`src/rtl/wbr_pkg.sv`:
```
package wbr_pkg;

    typedef enum logic [1:0] {
        VERDICT_IDLE    = 2'd0,
        VERDICT_ACCEPT  = 2'd1,
        VERDICT_STALL   = 2'd2,
        VERDICT_ILLEGAL = 2'd3
    } verdict_e;

    function automatic verdict_e decide(input logic req, input logic legal, input logic busy);
        if (!req)
            return VERDICT_IDLE;
        else if (!legal)
            return VERDICT_ILLEGAL;
        else if (busy)
            return VERDICT_STALL;
        else
            return VERDICT_ACCEPT;
    endfunction

endpackage

```
`src/rtl/wbr_lat_check.sv`:
```
module wbr_lat_check #(
    parameter int DEPTH = 8,
    parameter int LAT_W = 5
) (
    input  logic [LAT_W-1:0] lat,
    output logic             legal,
    output logic [LAT_W-1:0] slot_idx
);
    localparam logic [LAT_W-1:0] MAX_LAT = LAT_W'(DEPTH);
    localparam logic [LAT_W-1:0] ONE     = LAT_W'(1);

    always_comb begin
        legal    = (lat != '0) && (lat <= MAX_LAT);
        slot_idx = legal ? (lat - ONE) : '0;
    end
endmodule

```
`src/rtl/wbr_slot_line.sv`:
```
module wbr_slot_line #(
    parameter int DEPTH = 8,
    parameter int TAG_W = 5,
    parameter int LAT_W = 5
) (
    input  logic             clk,
    input  logic             rst,
    input  logic [LAT_W-1:0] probe_lat,
    output logic             probe_busy,
    input  logic             ins_en,
    input  logic [LAT_W-1:0] ins_idx,
    input  logic [TAG_W-1:0] ins_tag,
    output logic             head_valid,
    output logic [TAG_W-1:0] head_tag
);
    typedef struct packed {
        logic             valid;
        logic [TAG_W-1:0] tag;
    } slot_t;

    slot_t line_q [DEPTH];
    slot_t line_d [DEPTH];
    logic [DEPTH-1:0] hit_vec;

    // Probe: latency L examines the entry that shifts into index L-1 this cycle.
    assign hit_vec[0] = 1'b0;
    for (genvar i = 1; i < DEPTH; i++) begin : g_probe
        assign hit_vec[i] = line_q[i].valid && (probe_lat == LAT_W'(i));
    end
    assign probe_busy = |hit_vec;

    for (genvar i = 0; i < DEPTH; i++) begin : g_slot
        slot_t shifted;
        if (i == DEPTH - 1) begin : g_tail
            assign shifted = '0;
        end else begin : g_body
            assign shifted = line_q[i+1];
        end

        always_comb begin
            if (ins_en && ins_idx == LAT_W'(i))
                line_d[i] = '{valid: 1'b1, tag: ins_tag};
            else
                line_d[i] = shifted;
        end

        always_ff @(posedge clk) begin
            if (rst)
                line_q[i] <= '0;
            else
                line_q[i] <= line_d[i];
        end
    end

    assign head_valid = line_q[0].valid;
    assign head_tag   = line_q[0].tag;

    // an insertion is visible at its index on the following cycle.
    a_r2_booking_lands: assert property (@(posedge clk) disable iff (rst)
        ins_en |=> (line_q[$past(ins_idx)].valid && line_q[$past(ins_idx)].tag == $past(ins_tag)));

    // without an insertion the head takes what sat one position behind it.
    a_r7_head_shifts: assert property (@(posedge clk) disable iff (rst)
        !(ins_en && ins_idx == '0) |=> (line_q[0] == $past(line_q[1 % DEPTH]) || DEPTH == 1));

    // the tail only fills by a booking of the maximum latency.
    a_r5_tail_fill: assert property (@(posedge clk) disable iff (rst)
        !(ins_en && ins_idx == LAT_W'(DEPTH - 1)) |=> !line_q[DEPTH-1].valid);
endmodule

```
`src/rtl/wb_slot_reserve.sv`:
```
module wb_slot_reserve
    import wbr_pkg::*;
#(
    parameter int DEPTH = 8,
    parameter int TAG_W = 5,
    parameter int LAT_W = $clog2(DEPTH + 1) + 1
) (
    input  logic             clk,
    input  logic             rst,
    input  logic             iss_req,
    input  logic [LAT_W-1:0] iss_lat,
    input  logic [TAG_W-1:0] iss_dst,
    output logic             iss_accept,
    output logic             iss_stall,
    output logic             lat_err,
    output logic             wb_en,
    output logic [TAG_W-1:0] wb_tag
);
    logic             lat_ok;
    logic [LAT_W-1:0] slot_idx;
    logic             slot_busy;
    verdict_e         verdict;

    wbr_lat_check #(.DEPTH(DEPTH), .LAT_W(LAT_W)) u_lat (
        .lat      (iss_lat),
        .legal    (lat_ok),
        .slot_idx (slot_idx)
    );

    assign verdict    = decide(iss_req, lat_ok, slot_busy);
    assign iss_accept = (verdict == VERDICT_ACCEPT);
    assign iss_stall  = (verdict == VERDICT_STALL);
    assign lat_err    = (verdict == VERDICT_ILLEGAL);

    wbr_slot_line #(.DEPTH(DEPTH), .TAG_W(TAG_W), .LAT_W(LAT_W)) u_line (
        .clk        (clk),
        .rst        (rst),
        .probe_lat  (iss_lat),
        .probe_busy (slot_busy),
        .ins_en     (iss_accept),
        .ins_idx    (slot_idx),
        .ins_tag    (iss_dst),
        .head_valid (wb_en),
        .head_tag   (wb_tag)
    );

    a_r8_verdict_excl: assert property (@(posedge clk) disable iff (rst)
        !(iss_accept && iss_stall));

    a_r4_illegal_inert: assert property (@(posedge clk) disable iff (rst)
        lat_err |-> (!iss_accept && !iss_stall));

    a_r6_idle_quiet: assert property (@(posedge clk) disable iff (rst)
        !iss_req |-> (!iss_accept && !iss_stall && !lat_err));

    a_r5_full_latency_free: assert property (@(posedge clk) disable iff (rst)
        (iss_req && iss_lat == LAT_W'(DEPTH)) |-> iss_accept);
endmodule

```
`config.mk`:
```
export PLATFORM = sky130hd
export DESIGN_NAME = wb_slot_reserve
export DESIGN_NICKNAME = d
export VERILOG_FILES = /design/src/rtl/wbr_pkg.sv /design/src/rtl/wbr_lat_check.sv /design/src/rtl/wbr_slot_line.sv /design/src/rtl/wb_slot_reserve.sv
export SDC_FILE = /design/constraint.sdc
export NUM_CORES = 1
export LEC_CHECK = 0
export BUFFER_PORTS_ARGS = -buffer_cell sky130_fd_sc_hd__buf_4
export CAP_MARGIN = 40
export CORE_UTILIZATION = 61
export CTS_CLUSTER_SIZE = 16
export DETAILED_ROUTE_END_ITERATION = 8
export GPL_TIMING_DRIVEN = 0
export PLACE_DENSITY = 0.82
export SLEW_MARGIN = 40
export SYNTH_ARGS = -nofsm -noshare
export SYNTH_HDL_FRONTEND = slang
export SYNTH_HIERARCHICAL = 1
export SYNTH_SLANG_ARGS = --single-unit
export TNS_END_PERCENT = 5
```
`constraint.sdc`:
```
create_clock -name clk -period 3.32 [get_ports clk]
set_clock_uncertainty 0.1 [all_clocks]
set_input_delay 0.166 -clock clk [delete_from_list [all_inputs] [get_ports clk]]
set_output_delay 0.166 -clock clk [all_outputs]
set_load 0.05 [all_outputs]
```
==> results.cfg <==
[timing]
tns_ns = 0
clock.fmax_ghz = 0.439
max_slew_margin_pct = 60.1
worst_pin_slew_ns = 0.594
fin_crit_ns = 2.28
setup_violations = 0
timing.final.crit_share_pct = 68.6
finalMaxSlewViolations = 0
rsz0062_at_grt = no
finalHoldViolations = 0
layout_setup_ws_ns = 1.04

[worst_setup_path]
crit_cells = 8
arrival_ns = 2.46
required_ns = 3.50
crit_type = flip-flop to flip-flop
slowest_stage = nor4b_4
path_buf_inv = 1
cp_top_family = simple AND/OR/NAND/NOR gates
start_kind = flip-flop
worstSetupEndpointType = flip-flop
cp_cell_sequence = mux2i_1 > a21oi_1 > o221a_2 > and3b_2 > nor4b_4 > and2_1 > buf_6 > mux2i_1
rrSetupSlack_ns = 1.04
crit_fanout = 7
crit_start = u_line/line_q[0][23]
worst_path_largest_cell_delay_ns = 0.45
reg2reg_depth = 8
rr_endpoint = u_line/line_q[0][1]
reg2reg_from = u_line/line_q[0][23]
path_common_cell = mux2i_1
crit_path_end = u_line/line_q[0][1]

[logic_synthesis]
syn-instance-count = 192
ys_ff_latch = 48
syn-num-nets = 207
seq_area_frac_synth_pct = 47.9
ys_warn_count = 6
ys_types = 33
syn_area_per_cell_um2 = 10.4
netlist_area_mm2 = 0.00201

[clock_network]
clockRootBuffer = clkbuf_4
cts_tree = yes
cts_buffer_depth = 2
clkTransAtPathRegs_ns = 0.13
clock_latency_ns = 0.34
clock-sinks = 48
cts_buffers = 5
ctsResizeCount = 0
htreeDepth = 2

[routing]
post-route-drc-count = 0
ant_nets = 0
avgRoutedWirePerCell_um = 13.3
drtIter0Drc = 26
vias = 1417
drt-total-wl_mm = 3.58
routed_via_density = 5.27
firstDrtPassIters = 4

[grt]
grt_max_degree = 15
grt_pass1_vias = 1312
antenna_found_initial = 0
grt_pass1_wl_mm = 5.86
track_usage_pct = 22.7
gr-total-overflow = 0

[layout]
nFillCells = 233
fin_cells = 269
largest_register_ffs = 48
postLayoutCoreUtil_pct = 75.5
fin_nets = 239
area_growth_syn_to_layout_pct = 15.8
n_antenna_cell = 0
largest_registers = u_line/line_q: 48 flops
top_register = u_line/line_q
drive_gt1_share_pct = 17.3

[power_and_ir_drop]
p_per_area_mw_per_mm2 = 409
p_total_mw = 0.951
leakage_nw = 1.08
ir_drop_mv = 0.357

[die]
die_w_um = 59.3
rows = 20
io_pins = 22
dieHeight_um = 59.3
start_util_pct = 65.2
core_area_mm2 = 0.00308
dieArea_mm2 = 0.00352

[hold_path]
hold_start = rst
hp-class = primary input to flip-flop

[placement]
gp_congestion = 0.828
pre_cts_slack_ns = 0.786
numPortBuffers = 20
dp_cells = 256
hpwl_mm = 2.61

[status]
status = finished, final reports clean

[flow_run]
drv_cap = 0
## through the flow
step	area, um^2	hold slack, ns
5_1_grt	2320	0.207
3_3_place_gp	2210	0.281
3_5_place_dp	2210	0.282
6_report	2320	0.195
2_1_floorplan	2010	0.188
4_1_cts	2320	0.183
## layout by cell type, fill, tap and decap left out, drive strengths merged, types with 2 or more instances in the layout
master / count
nor2b: 3
nor4b: 2
nand3: 2
dfxtp: 48
ha: 2
and2: 6
nand2b: 40
buf: 22
nor2: 9
inv: 3
a21oi: 10
mux2i: 37
nor3: 3
dlygate4sd3: 5
nand2: 7
clkbuf: 12
## timing repair
action / 4_1_cts / 5_1_grt
endpoints found under the setup margin: 0 / 0
hold buffers: 5 / 0
endpoints found under the hold margin: 5 / 0
setup buffers: 0 / 0
## synth_stat cells (all sizes together)
cell | number | area (um^2)
dfxtp | 48 | 961
nand2b | 40 | 250
mux2i | 37 | 370
a21oi | 10 | 50.1
nor2 | 9 | 33.8
nand2 | 7 | 31.3
and2 | 6 | 37.5
clkbuf | 5 | 18.8
inv | 3 | 11.3
nor2b | 3 | 21.3
nor3 | 3 | 15.0
buf | 2 | 16.3
ha | 2 | 25.0
nand3 | 2 | 15.0
nor4b | 2 | 32.5
a211oi | 1 | 7.51
a311oi | 1 | 8.76
a31oi | 1 | 6.26
and2b | 1 | 8.76
and3 | 1 | 7.51
and3b | 1 | 10.0
and4b | 1 | 10.0
and4bb | 1 | 12.5
o211ai | 1 | 7.51
o221a | 1 | 11.3
o22a | 1 | 8.76
or3b | 1 | 8.76
xor2 | 1 | 8.76
## report_power, final
group / internal (mW) / switching [mW] / total, mW
clock network: 0.104 / 0.170 / 0.274
registers: 0.579 / 0.000868 / 0.580
logic: 0.0415 / 0.0554 / 0.0969
## cells by family (layout without fill, tap and decap cells)
group | after synthesis | count (layout) | synth area share (%)
compound gates | 16 | 16 | 4.99
xor+xnor | 1 | 1 | 0.437
fa+ha+maj | 2 | 2 | 1.25
buf+inv | 10 | 43 | 2.31
flops | 48 | 48 | 47.9
mux | 37 | 37 | 18.5
simple gates | 78 | 78 | 24.6
## worst register-to-register path, stage by stage, from the launching register on
cell and delay [ns]:
dfxtp_1 0.34, mux2i_1 0.15, a21oi_1 0.09, o221a_2 0.28, and3b_2 0.26, nor4b_4 0.45, and2_1 0.22, buf_6 0.13
mux2i_1 0.18
## worst min path at each step
stage                           endpoint  slack (ns)  depth (start not counted)
finish              u_line/line_q[0][10]        0.20                          3
global route         u_line/line_q[0][8]        0.21                          3
CTS                 u_line/line_q[0][10]        0.18                          3
detailed placement  u_line/line_q[1][18]        0.28                          2
global placement    u_line/line_q[1][20]        0.28                          2
floorplan           u_line/line_q[1][18]        0.19                          1
## final cells by class
type                       count  area [um^2]  area share [%]
multi-input combinational    134          998            43.0
sequential                    48          961            41.4
timing repair buffer          25          200            8.62
clock buffer                   7         55.1            2.37
tap                           44         55.1            2.37
buffer                         7         35.0            1.51
inverter                       3         11.3           0.485
clock inverter                 1         7.51           0.323
## routing by layer
layer,wire (um),vias up,track usage (%),share of wire [%]
met1,1560,676,26.9,43
li1,-,713,-,-
met3,125,2,6.11,3.5
met4,19,0,8.84,0.53
met2,1880,26,38.7,52
met5,0,-,0,0
Note: power is estimated with default switching activity, not from simulation.
